$ cat src/rtl/clk_synth_pkg.sv
package clk_synth_pkg;

  typedef enum logic [1:0] {
    PIN_IDLE = 2'b00,
    PIN_CK   = 2'b01,
    PIN_DT   = 2'b10,
    PIN_BOTH = 2'b11
  } pin_e;

  localparam int SYM_STEPS = 4;
  localparam int TRL_STEPS = 3;
  localparam int TAIL_STEPS = 4;

  function automatic int pre_len(input int pair_reps);
    return 2 + 2 * pair_reps + TAIL_STEPS;
  endfunction

  // four-state symbol shape for one data bit
  function automatic pin_e sym_pin(input logic b, input logic [1:0] ph);
    pin_e p;
    if (b) begin
      case (ph)
        2'd0:    p = PIN_CK;
        2'd1:    p = PIN_IDLE;
        2'd2:    p = PIN_DT;
        default: p = PIN_BOTH;
      endcase
    end else begin
      case (ph)
        2'd0:    p = PIN_BOTH;
        2'd1:    p = PIN_DT;
        2'd2:    p = PIN_IDLE;
        default: p = PIN_CK;
      endcase
    end
    return p;
  endfunction

endpackage

$ cat src/rtl/csp_step_timer.sv
module csp_step_timer #(
  parameter int LEN_W = 8
) (
  input  logic             clk_i,
  input  logic             rst_ni,
  input  logic             load_i,
  input  logic [LEN_W-1:0] len_i,
  input  logic             run_i,
  output logic             end_o
);

  logic [LEN_W-1:0] last_q;
  logic [LEN_W-1:0] cnt_q;

  always_ff @(posedge clk_i or negedge rst_ni) begin
    if (!rst_ni) begin
      last_q <= '0;
      cnt_q  <= '0;
    end else if (load_i) begin
      last_q <= (len_i == '0) ? '0 : len_i - 1'b1;
      cnt_q  <= '0;
    end else if (run_i) begin
      cnt_q <= (cnt_q == last_q) ? '0 : cnt_q + 1'b1;
    end
  end

  assign end_o = run_i && (cnt_q == last_q);

  AST_CNT_BOUND: assert property (@(posedge clk_i) disable iff (!rst_ni)
    cnt_q <= last_q);
  AST_LEN_HELD: assert property (@(posedge clk_i) disable iff (!rst_ni)
    (run_i && !load_i) |=> $stable(last_q));

endmodule

$ cat src/rtl/csp_pattern.sv
module csp_pattern
  import clk_synth_pkg::*;
#(
  parameter int N_BITS    = 24,
  parameter int PAIR_REPS = 6,
  parameter int IDX_W     = 7
) (
  input  logic [IDX_W-1:0]  idx_i,
  input  logic [N_BITS-1:0] bits_i,
  output pin_e              pin_o
);

  localparam int PRE_LEN  = pre_len(PAIR_REPS);
  localparam int UNLK_END = 2 + 2 * PAIR_REPS;
  localparam int BODY_END = PRE_LEN + SYM_STEPS * N_BITS;

  int   ii;
  int   off;
  logic cur;

  always_comb begin
    ii    = 32'(idx_i);
    off   = 0;
    cur   = 1'b0;
    pin_o = PIN_IDLE;
    if (ii < PRE_LEN) begin
      if (ii == 0)             pin_o = PIN_IDLE;
      else if (ii == 1)        pin_o = PIN_DT;
      else if (ii < UNLK_END)  pin_o = ((ii - 2) % 2 == 0) ? PIN_BOTH : PIN_DT;
      else                     pin_o = ((ii - UNLK_END) % 2 == 0) ? PIN_IDLE : PIN_CK;
    end else if (ii < BODY_END) begin
      off = ii - PRE_LEN;
      for (int k = 0; k < N_BITS; k++) begin
        if (k == off / SYM_STEPS) cur = bits_i[k];
      end
      pin_o = sym_pin(cur, 2'(off % SYM_STEPS));
    end else begin
      pin_o = (ii - BODY_END == 1) ? PIN_DT : PIN_BOTH;
    end
  end

endmodule

$ cat src/rtl/clk_synth_prog.sv
module clk_synth_prog
  import clk_synth_pkg::*;
#(
  parameter int WORD_W    = 25,
  parameter int SEL_LSB   = 22,
  parameter int LEN_W     = 8,
  parameter int PAIR_REPS = 6
) (
  input  logic              clk_i,
  input  logic              rst_ni,
  input  logic              start_i,
  input  logic [WORD_W-1:0] word_i,
  input  logic [LEN_W-1:0]  step_len_i,
  output logic              busy_o,
  output logic              done_o,
  output logic [1:0]        pins_o
);

  localparam int N_BITS = WORD_W - 1;
  localparam int TOTAL  = pre_len(PAIR_REPS) + SYM_STEPS * N_BITS + TRL_STEPS;
  localparam int IDX_W  = $clog2(TOTAL);
  localparam logic [IDX_W-1:0] LAST_IDX = IDX_W'(TOTAL - 1);

  logic              busy_q, done_q;
  logic [1:0]        pins_q;
  logic [IDX_W-1:0]  idx_q, pat_idx;
  logic [WORD_W-1:0] word_q;
  logic [N_BITS-1:0] pat_bits;
  logic              accept, step_end;
  pin_e              pat_pin;

  assign accept   = start_i && !busy_q;
  assign pat_idx  = accept ? '0 : idx_q + 1'b1;
  assign pat_bits = accept ? word_i[WORD_W-1:1] : word_q[WORD_W-1:1];

  csp_step_timer #(.LEN_W(LEN_W)) u_timer (
    .clk_i  (clk_i),
    .rst_ni (rst_ni),
    .load_i (accept),
    .len_i  (step_len_i),
    .run_i  (busy_q),
    .end_o  (step_end)
  );

  csp_pattern #(.N_BITS(N_BITS), .PAIR_REPS(PAIR_REPS), .IDX_W(IDX_W)) u_pattern (
    .idx_i  (pat_idx),
    .bits_i (pat_bits),
    .pin_o  (pat_pin)
  );

  always_ff @(posedge clk_i or negedge rst_ni) begin
    if (!rst_ni) begin
      busy_q <= 1'b0;
      done_q <= 1'b0;
      pins_q <= PIN_IDLE;
      idx_q  <= '0;
      word_q <= '0;
    end else begin
      done_q <= 1'b0;
      if (accept) begin
        busy_q <= 1'b1;
        word_q <= word_i;
        idx_q  <= '0;
        pins_q <= pat_pin;
      end else if (busy_q && step_end) begin
        if (idx_q == LAST_IDX) begin
          busy_q <= 1'b0;
          done_q <= 1'b1;
          pins_q <= word_q[SEL_LSB +: 2];
        end else begin
          idx_q  <= idx_q + 1'b1;
          pins_q <= pat_pin;
        end
      end
    end
  end

  assign busy_o = busy_q;
  assign done_o = done_q;
  assign pins_o = pins_q;

  AST_DONE_ONE_CYCLE: assert property (@(posedge clk_i) disable iff (!rst_ni)
    done_q |=> !done_q);
  AST_DONE_IDLE: assert property (@(posedge clk_i) disable iff (!rst_ni)
    done_q |-> !busy_q);
  AST_SEL_AT_DONE: assert property (@(posedge clk_i) disable iff (!rst_ni)
    done_q |-> (pins_q == word_q[SEL_LSB +: 2]));
  AST_STEP_HOLD: assert property (@(posedge clk_i) disable iff (!rst_ni)
    (busy_q && !step_end) |=> $stable(pins_q));
  AST_IDLE_HOLD: assert property (@(posedge clk_i) disable iff (!rst_ni)
    (!busy_q && !start_i) |=> $stable(pins_q));
  AST_BUSY_START_IGNORED: assert property (@(posedge clk_i) disable iff (!rst_ni)
    (busy_q && start_i) |=> $stable(word_q));
  AST_IDX_BOUND: assert property (@(posedge clk_i) disable iff (!rst_ni)
    idx_q <= LAST_IDX);
  AST_START_ARMS: assert property (@(posedge clk_i) disable iff (!rst_ni)
    accept |=> (busy_q && pins_q == PIN_IDLE));

endmodule

$ cat config.mk
export PLATFORM = sky130hd
export DESIGN_NAME = clk_synth_prog
export DESIGN_NICKNAME = d
export VERILOG_FILES = /design/src/rtl/clk_synth_pkg.sv /design/src/rtl/csp_step_timer.sv /design/src/rtl/csp_pattern.sv /design/src/rtl/clk_synth_prog.sv
export SDC_FILE = /design/constraint.sdc
export NUM_CORES = 1
export LEC_CHECK = 0
export BUFFER_PORTS_ARGS = -buffer_cell sky130_fd_sc_hd__buf_2
export CORE_UTILIZATION = 50
export DETAILED_ROUTE_END_ITERATION = 7
export PLACE_DENSITY = 0.7
export SYNTH_ARGS = -nofsm -noshare
export SYNTH_HDL_FRONTEND = slang
export SYNTH_SLANG_ARGS = --single-unit
$ cat constraint.sdc
create_clock -name clk_i -period 5.9 [get_ports clk_i]
set_input_delay 0.885 -clock clk_i [delete_from_list [all_inputs] [get_ports clk_i]]
set_output_delay 0.885 -clock clk_i [all_outputs]
set_load 0.02 [all_outputs]
# [After elaboration in Yosys (flattened, before gate mapping)]
# Index checks and enable logic that the tools add are counted.
[classes] muxes=55 n_bitwise=3 eq_ne=30 reduce_logical=16 multipliers=0 addsub=8 div_mod_pow=0 order_cmp=3 shifts=0
[op_table] op="== test 5 x 32 -> 1 bit (first input constant)" n=8
[op_table] op="== test 6 x 32 -> 1 bit (first input constant)" n=8
[op_table] op="== test 4 x 32 -> 1 bit (first input constant)" n=4
[op_table] op="logical NOT 32 bit" n=3
[op_table] op="== test 3 x 32 -> 1 bit (first input constant)" n=2
[op_table] op="two-way mux 1 bit" n=35
[op_table] op="adder 32 x 1 -> 32 bit" n=1
[op_table] op="== test 2 x 32 -> 1 bit (first input constant)" n=1
[op_table] op="== test 32 x 2 -> 1 bit (second input constant)" n=1
[op_table] op="two-way mux 8 bit" n=4
[op_table] op="two-way mux 7 bit" n=4
[op_table] op="two-way mux 24 bit" n=1
[op_table] op="two-way mux 2 bit" n=9
[op_table] op="one-hot mux 2 bit (3 select lines)" n=2
[op_table] op="adder 8 x 1 -> 8 bit (second input constant)" n=1
[op_table] op="== test 8 bit" n=1
[op_table] op="logical NOT 8 bit" n=1
[op_table] op="subtractor 7 x 2 -> 8 bit (second input constant)" n=1
[op_table] op="subtractor 7 x 4 -> 8 bit (second input constant)" n=1
[op_table] op="subtractor 7 x 5 -> 8 bit (second input constant)" n=1
[op_table] op="subtractor 7 x 7 -> 8 bit (second input constant)" n=1
[op_table] op="subtractor 8 x 1 -> 8 bit (second input constant)" n=1
[op_table] op="adder 7 x 1 -> 7 bit (second input constant)" n=1
[op_table] op="== test 7 x 2 -> 1 bit (second input constant)" n=1
[op_table] op="other kinds (15)" n=22
[totals] romBits=0 in_bits=36 mem_bits_rw=0 latch_bits=0 reg_bits=52 memories=0

# [Longest topological paths before layout]
# Gate-level depths: netlist of run 1.
[logic_depth] word_depth=40 depth_mapped=25 ltp_nobuf=22

# [Modules after synthesis]
# A second synthesis of run 1 with hierarchy kept.
[hier_totals] hier_cells=416 area_unflattened_um2=3648.5
[by_module_without_submodules] mod="clk_synth_prog" instances=1 cells_each=178 area_per_inst_um2=1622.8
[by_module_without_submodules] mod="csp_pattern" instances=1 cells_each=139 area_per_inst_um2=1078.5
[by_module_without_submodules] mod="csp_step_timer" instances=1 cells_each=99 area_per_inst_um2=947.2

# [Least setup slack after synthesis of run 1]
# OpenSTA, ideal clock, no wires.
[synth_timing] kind="input to register" startpoint="input port start_i" endpoint="register pins_q[1] (netlist: pins_o[1])" t_arrival_ps=5639 stages=24 t_required_ps=5825 setup_slack_ps=186 path_buffers=3 setup_ps=75 cell_sequence="nor2b_4 buf_4 buf_2 buf_2 nor2_1 inv_1 ha_1 nand2_1 a21oi_1 nor2b_1 ha_1 ha_1 nand3_1 ha_1 nor4b_1 nand4_1 nor4_1 nand2_1 or3_1 a21o_1 a2111oi_2 a211oi_1 o31a_1 o21ai_2"
[synth_via] elab_chain_cells=39
[synth_lines] item="start: declaration" line_no="clk_synth_prog.sv:11" rtl="input logic start_i,"
[synth_lines] item="logical AND 1 bit (*)" line_no="clk_synth_prog.sv:32" rtl="assign accept = start_i && !busy_q;"
[synth_lines] item="two-way mux 7 bit" line_no="clk_synth_prog.sv:33" rtl="assign pat_idx = accept ? '0 : idx_q + 1'b1;"
[synth_lines] item="subtractor 7 x 5 -> 8 bit" line_no="csp_pattern.sv:32" rtl="off = ii - PRE_LEN;"
[synth_lines] item="OR reduction 2 bit (no line)"
[synth_lines] item="AND 1 bit (no line)"
[synth_lines] item="adder 32 x 1 -> 32 bit (no line)"
[synth_lines] item="logical NOT 32 bit" line_no="csp_pattern.sv:34" rtl="if (k == off / SYM_STEPS) cur = bits_i[k];"
[synth_lines] item="two-way mux 1 bit (24 in series)" line_no="csp_pattern.sv:34"
[synth_lines] item="two-way mux 1 bit" line_no="csp_pattern.sv:31" rtl="end else if (ii < BODY_END) begin"
[synth_lines] item="two-way mux 1 bit" line_no="csp_pattern.sv:26" rtl="if (ii < PRE_LEN) begin"
[synth_lines] item="two-way mux 2 bit" line_no="clk_synth_pkg.sv:21" rtl="if (b) begin"
[synth_lines] item="two-way mux 2 bit" line_no="csp_pattern.sv:31"
[synth_lines] item="two-way mux 2 bit" line_no="csp_pattern.sv:26"
[synth_lines] item="two-way mux 2 bit" line_no="clk_synth_prog.sv:66" rtl="if (idx_q == LAST_IDX) begin"
[synth_lines] item="two-way mux 2 bit" line_no="clk_synth_prog.sv:65" rtl="end else if (busy_q && step_end) begin"
[synth_lines] item="two-way mux 2 bit" line_no="clk_synth_prog.sv:60" rtl="if (accept) begin"
[synth_lines] item="end signal: assignment" line_no="clk_synth_prog.sv:64" rtl="pins_q <= pat_pin;"
[synth_lines] item="end signal: assignment" line_no="clk_synth_prog.sv:69" rtl="pins_q <= word_q[SEL_LSB +: 2];"
[synth_lines] item="end signal: assignment" line_no="clk_synth_prog.sv:72" rtl="pins_q <= pat_pin;"
[synth_lines] item="end: declaration" line_no="clk_synth_prog.sv:25" rtl="logic [1:0] pins_q;"
# Mark *: on every way between the ends. The rest lies on a longest branch, timed or not. The select of a mux whose other input is x is not followed.
# A chain may end at the register's enable or synchronous reset.

# [Worst setup path in the final report of run 1]
[layout_timing] startpoint="register idx_q[4]" endpoint="register pins_q[1] (netlist: pins_o[1])"
[layout_via] elab_chain_cells=38
[layout_lines] item="start: declaration" line_no="clk_synth_prog.sv:26" rtl="logic [IDX_W-1:0] idx_q, pat_idx;"
[layout_lines] item="start signal: assignment" line_no="clk_synth_prog.sv:71" rtl="idx_q <= idx_q + 1'b1;"
[layout_lines] item="adder 7 x 1 -> 7 bit" line_no="clk_synth_prog.sv:33"
[layout_lines] item="two-way mux 7 bit" line_no="clk_synth_prog.sv:33"
[layout_lines] item="subtractor 7 x 5 -> 8 bit" line_no="csp_pattern.sv:32"
[layout_lines] item="AND 1 bit (no line)"
[layout_lines] item="adder 32 x 1 -> 32 bit (no line)"
[layout_lines] item="logical NOT 32 bit" line_no="csp_pattern.sv:34"
[layout_lines] item="two-way mux 1 bit (24 in series)" line_no="csp_pattern.sv:34"
[layout_lines] item="two-way mux 1 bit" line_no="csp_pattern.sv:31"
[layout_lines] item="two-way mux 1 bit" line_no="csp_pattern.sv:26"
[layout_lines] item="two-way mux 2 bit" line_no="clk_synth_pkg.sv:21"
[layout_lines] item="two-way mux 2 bit" line_no="csp_pattern.sv:31"
[layout_lines] item="two-way mux 2 bit" line_no="csp_pattern.sv:26"
[layout_lines] item="two-way mux 2 bit" line_no="clk_synth_prog.sv:66"
[layout_lines] item="two-way mux 2 bit" line_no="clk_synth_prog.sv:65"
[layout_lines] item="two-way mux 2 bit (*)" line_no="clk_synth_prog.sv:60"
# Marked as above.

==> results.yml, run 1 <==
status:
  status: "completed"
yosys:
  synth_top_flop_cell: "dfrtp_1"
  syn_inst: 396
  synthMuxAreaShare_pct: 7.01
  synth_top_area_share_pct: 36.8
  synth_top_family_by_area: "simple AND/OR/NAND/NOR gates"
  ys_warn_count: 0
  synth.avg_cell_area_um2: 8.75
  synthArstFlopShare_pct: 100
  synth_cell_types: 66
  synth_nets: 450
  yosysMostFrequentCell: "nand2_1"
  ys_seq_area_share_pct: 36.8
  synth-edff-count: 0
  netlist_area_mm2: 0.00346
  synthSimpleGateAreaFrac_pct: 24.5
  synth_fa_ha_area_share_pct: 6.79
  yosys.area.top_type: "dfrtp_1"
  synth_common_cells: "nand2_1 (93), dfrtp_1 (51), nor2_1 (41)"
  synth-xor-area-share_pct: 7.51
  ys_top_cells_by_area: "dfrtp_1 (37%), nand2_1 (10%), ha_1 (6.5%)"
  ys_ff_latch: 51
  synth_compound_area_share_pct: 13.5
sta:
  tns_ns: 0
  setup_viol: 0
  finalHoldViolCount: 0
  fmax_mhz: 188
  drv_slew: 0
  fin_crit_sh_pct: 89.9
  rsz0062_at_grt: "no"
  fin_skew_ns: 0.0102
  period_needed_ns: 5.31
  whs_ns: 0.476
  slew_headroom_pct: 55.3
  setup_ws_ns: 0.594
  worst_pin_slew_ns: 0.667
global_routing:
  grt_pass1_wl_um: 12700
  grt_pass1_vias: 2748
  antenna_found_initial: 0
  grt_max_degree: 52
  track_usage_pct: 22.0
  grt.overflow.total: 0
setup_path:
  arrival_ns: 5.55
  r2r-start: "idx_q[4]"
  crit_fanout: 7
  crit_type: "reg -> reg"
  worstSetupStartpointType: "register"
  path_cells: "nand3_1 -> o21a_1 -> o21ai_0 -> o21ai_1 -> a21oi_1 -> nor2b_1 -> ha_1 -> ha_1 -> nand3_1 -> ha_1 -> nor4b_1 -> nand4_1 -> nor4_1 -> nand2_1 -> or3_1 -> a21o_1 -> a2111oi_2 -> a211oi_1 -> o31a_1 -> o21ai_2"
  slowest_stage: "dfrtp_1"
  ff2ff_setup_slack_ns: 0.59
  critPathMaxStageDelay_ns: 0.59
  critPathLaunch: "idx_q[4]"
  end_kind: "register"
  timing.critical_path.mode_cell: "ha_1"
  required_ns: 6.14
  r2r-end: "pins_o[1]"
  reg2reg_depth: 20
detailed_routing:
  firstDrtPassIters: 4
  route.detailed.drc: 0
  routed_wl_um: 7220
  drt-initial-drc-count: 173
  avgViaCountPerCell: 5.56
  wire_per_inst_um: 14.2
  dr_total_vias: 2835
  drtAntennaViolNets: 0
layout:
  antenna_cells: 0
  area_growth_pct: 9.47
  final_util_pct: 58.0
  fillers: 594
  drive_above_1_share_pct: 18.0
  final_nets: 486
min_path:
  worstHoldPathCells: 2
  hp-start: "word_q[24]"
  hold_class: "reg -> reg"
  hold_path_end: "word_q[24]"
clock_tree:
  postCtsHoldBufs: 0
  cts_buffers: 5
  cts_setup_buffers: 0
  clk_pin_slew_ns: 0.11
  cts_resized: 0
  cts_root_buffer: "clkbuf_8"
  clock_path_buffers: 2
  cts_num_sinks: 51
  cts_tree: "yes"
  htreeDepth: 2
  clk_latency_ns: 0.32
placed_design:
  gp_congestion: 0.854
  hpwl_um: 5360
  dpl_worst_slack_ns: 0.422
  portBuffers: 38
flow_run:
  drv_cap: 0
floorplanning:
  start_util_pct: 53.0
  dieArea_mm2: 0.00726
  die_w_um: 85.2
  pin_count: 40
  core_area_mm2: 0.00653
  die_y_um: 85.2
  num_rows: 29
power_and_ir_drop:
  leakagePower_nw: 1.76
  p_per_area_mw_per_mm2: 594
  peakVddDrop_mv: 0.497
cell usage in the layout, fill, tap and decap left out, types with 4 or more instances in the layout:
cell,instances
nor4_1,4
and3_1,4
xnor2_1,10
o21ai_0,24
nor2b_1,4
a21oi_1,8
xor2_1,12
clkbuf_8,5
nand2_1,93
buf_2,38
mux2i_1,4
nor3_1,8
mux2_2,9
dfrtp_1,51
nand4_1,4
nand2b_1,4
and2_1,4
nand3_1,11
nor2_1,41
ha_1,18
buf_4,6
inv_1,8
registers in the layout (all words and copies together) (netlist names):
signal / flops
word_q: 24
u_timer.cnt_q: 8
u_timer.last_q: 8
idx_q: 7
pins_o: 2
busy_o: 1
done_o: 1
final cells by class:
| type | count | area [um^2] | area share, % |
|---|---|---|---|
| Timing Repair Buffer | 44 | 235 | 6.20 |
| Multi-Input combinational cell | 320 | 2050 | 54.2 |
| Sequential cell | 51 | 1280 | 33.7 |
| Tap cell | 77 | 96.3 | 2.54 |
| Inverter | 10 | 37.5 | 0.990 |
| Clock inverter | 3 | 23.8 | 0.627 |
| Clock buffer | 5 | 68.8 | 1.82 |
layer usage:
metal | global-route usage, % | up-vias | routed length (um) | part of all wire, %
met1 | 31.2 | 1327 | 3490 | 48
met3 | 3.50 | 6 | 293 | 4.1
li1 | - | 1442 | - | -
met4 | 5.55 | 0 | 78 | 1.1
met2 | 35.5 | 60 | 3360 | 46
met5 | 0 | - | 0 | 0
cells by family (layout without fill, tap and decap cells):
family	Yosys count	count (layout)
flops	51	51
buf+inv	25	62
simple gates	188	188
xor+xnor	25	25
fa+ha+maj	19	19
mux	19	19
compound gates	69	69
worst max-delay path by stage:
stage,end,cells past startpoint
3_3_place_gp,pins_o[1],20
3_5_place_dp,pins_o[1],20
5_1_grt,pins_o[1],20
2_1_floorplan,pins_o[1],24
4_1_cts,pins_o[1],20
6_report,pins_o[1],20
stage by stage:
step	total power [W]	instances	cell area, um^2
2_1_floorplan	0.00172	396	3460
3_3_place_gp	0.00201	502	3700
3_5_place_dp	0.00202	502	3700
4_1_cts	0.00225	510	3790
5_1_grt	0.00248	510	3790
6_report	0.00225	510	3790
critical path: cells and delay by family (launching register included):
kind,cells,cell delay [ns]
simple gates,8,1.77
compound gates,9,2.08
fa+ha+maj,3,0.82
flops,1,0.59
where the power goes:
part	total (W)	switching [W]	leakage, nW	internal (W)
logic	0.00152	0.000849	1.08	0.000676
clock network	0.000218	0.000132	0.0461	0.0000860
registers	0.000508	0.0000851	0.638	0.000423
total	0.00225	0.00107	1.76	0.00118
Note: power is estimated with default switching activity, not from simulation.
==> inputs of run 2 (changes only) <==
--- a/config.mk
+++ b/config.mk
@@ -6,9 +6,8 @@
 export NUM_CORES = 1
 export LEC_CHECK = 0
 export BUFFER_PORTS_ARGS = -buffer_cell sky130_fd_sc_hd__buf_2
-export CORE_UTILIZATION = 50
+export CORE_UTILIZATION = 35
 export DETAILED_ROUTE_END_ITERATION = 7
-export PLACE_DENSITY = 0.7
 export SYNTH_ARGS = -nofsm -noshare
 export SYNTH_HDL_FRONTEND = slang
 export SYNTH_SLANG_ARGS = --single-unit
==> run 2 against run 1 <==
  * Wire length grew 4.8%
  * Die area rose by 42%
  * Clock-buffer cell count did not move
  * Clock power up 2%
  * Fmax down 0.71%
  * Core utilization decreased by 17 points
  * Worst setup slack worse by 0.038 ns
  * Clock skew is 0.0092 ns higher
  * Combinational power barely moved
  * Critical path type unchanged
  * Critical endpoint unchanged
  * Largest cell class unchanged
==> results.yml, run 2 (synthesized netlist as in run 1, its figures left out) <==
power_and_ir_drop:
  p_per_area_mw_per_mm2: 590
  leakagePower_nw: 1.75
  peakVddDrop_mv: 0.518
floorplanning:
  core_area_mm2: 0.00942
  num_rows: 35
  die_y_um: 101
  die_w_um: 101
  pin_count: 40
  start_util_pct: 36.8
  dieArea_mm2: 0.0103
layout:
  mostFrequentLayoutCells: "nand2_1 (93), dfrtp_1 (51), nor2_1 (41), buf_2 (38), o21ai_0 (24)"
  area_growth_pct: 11.2
  antenna_cells: 0
  fillers: 964
  drive_above_1_share_pct: 17.8
  final_util_pct: 40.9
  final_nets: 485
  largest_register_ffs: 24
  regMostFlops: "word_q"
  layout_commonest_cell: "nand2_1"
  top_regs: "word_q x24, u_timer.cnt_q x8, u_timer.last_q x8"
detailed_routing:
  route.detailed.drc: 0
  firstDrtPassIters: 4
  routed_wl_um: 7570
  wire_per_inst_um: 13.5
  drtAntennaViolNets: 0
  drt-initial-drc-count: 125
  avgViaCountPerCell: 5.05
  dr_total_vias: 2834
clock_tree:
  cts_setup_buffers: 0
  clk_pin_slew_ns: 0.11
  clock_path_buffers: 2
  htreeDepth: 2
  cts_num_sinks: 51
  cts_resized: 0
  cts_tree: "yes"
  cts_buffers: 5
  postCtsHoldBufs: 0
  cts_root_buffer: "clkbuf_8"
  clk_latency_ns: 0.32
setup_path:
  r2r-start: "idx_q[4]"
  arrival_ns: 5.58
  end_kind: "register"
  required_ns: 6.14
  worstSetupStartpointType: "register"
  crit_type: "reg -> reg"
  crit_fanout: 7
  critPathLaunch: "idx_q[4]"
placed_design:
  portBuffers: 38
  hpwl_um: 5540
  gp_congestion: 0.858
min_path:
  hold_class: "reg -> reg"
  hp-start: "word_q[24]"
sta:
  fin_crit_sh_pct: 90.6
  worst_pin_slew_ns: 0.655
  rsz0062_at_grt: "no"
  setup_viol: 0
  fin_skew_ns: 0.0194
  slew_headroom_pct: 56.1
  fmax_mhz: 187
  tns_ns: 0
  finalHoldViolCount: 0
  drv_slew: 0
  period_needed_ns: 5.34
global_routing:
  grt.overflow.total: 0
  grt_pass1_wl_um: 13200
  grt_pass1_vias: 2728
  antenna_found_initial: 0
  grt_max_degree: 52
  track_usage_pct: 16.2
flow_run:
  drv_cap: 0
status:
  status: "completed"
[run 2: cell types whose count changed in the layout (fill, tap and decap cells not counted)]
cell	change
buf_4	-1
clkinv_4	+1
clkinv_2	-1
[run 2: worst paths after layout]
check	to	slack (ns)	cells after the start
worst max-delay path	pins_o[1]	0.56	20
worst min-delay path	word_q[24]	0.48	2
worst max register to register	pins_o[1]	0.56	20
worst min register to register	word_q[24]	0.48	2
max in group asynchronous	pins_o[1]	4.80	2
min in group asynchronous	u_timer.cnt_q[1]	0.67	2
[run 2: per-layer routing]
layer	routed length, um	part of all wire [%]	vias to the layer above	track usage, %
met5	0	0	-	0
met4	97	1.3	0	4.24
met3	315	4.2	11	3.31
met2	3380	45	59	25.9
met1	3770	50	1325	22.3
li1	-	-	1439	-
[run 2: final cells by class]
cell class              count  area, um^2  area share (%)
flip-flops and latches     51        1280            33.1
repair buffers             43         228            5.91
multi-input cells         320        2050            53.3
well taps                 129         161            4.19
clock buffers               5        68.8            1.79
clock inverters             3        27.5           0.715
inverters                  10        37.5           0.974
[run 2: where the power goes]
group | switching, W | leakage (nW) | total, W | internal (W)
logic | 0.000868 | 1.07 | 0.00154 | 0.000673
registers | 0.0000878 | 0.638 | 0.000510 | 0.000423
clock network | 0.000134 | 0.0463 | 0.000222 | 0.0000875
total | 0.00109 | 1.75 | 0.00227 | 0.00118
[run 2: metrics by stage]
| stage | std cells | cell area (um^2) | setup WS (ns) | hold WS, ns | total power, W |
|---|---|---|---|---|---|
| detailed placement | 553 | 3760 | 0.413 | 0.457 | 0.00204 |
| CTS | 561 | 3850 | 0.541 | 0.484 | 0.00228 |
| floorplan | 396 | 3460 | 0.186 | 0.433 | 0.00172 |
| global route | 561 | 3850 | 0.0405 | 0.502 | 0.00250 |
| global placement | 553 | 3760 | 0.546 | 0.452 | 0.00203 |
| finish | 561 | 3850 | 0.556 | 0.478 | 0.00227 |
[run 2: critical path: stages (launching register included)]
cell and delay (ns):
dfrtp_1 0.60, nand3_1 0.15, o21a_1 0.23, o21ai_0 0.44, o21ai_1 0.21, a21oi_1 0.20
nor2b_1 0.18, ha_1 0.30, ha_1 0.32, nand3_1 0.11, ha_1 0.19, nor4b_1 0.29
nand4_1 0.13, nor4_1 0.44, nand2_1 0.12, or3_1 0.37, a21o_1 0.20, a2111oi_2 0.31
a211oi_1 0.13, o31a_1 0.30, o21ai_2 0.05
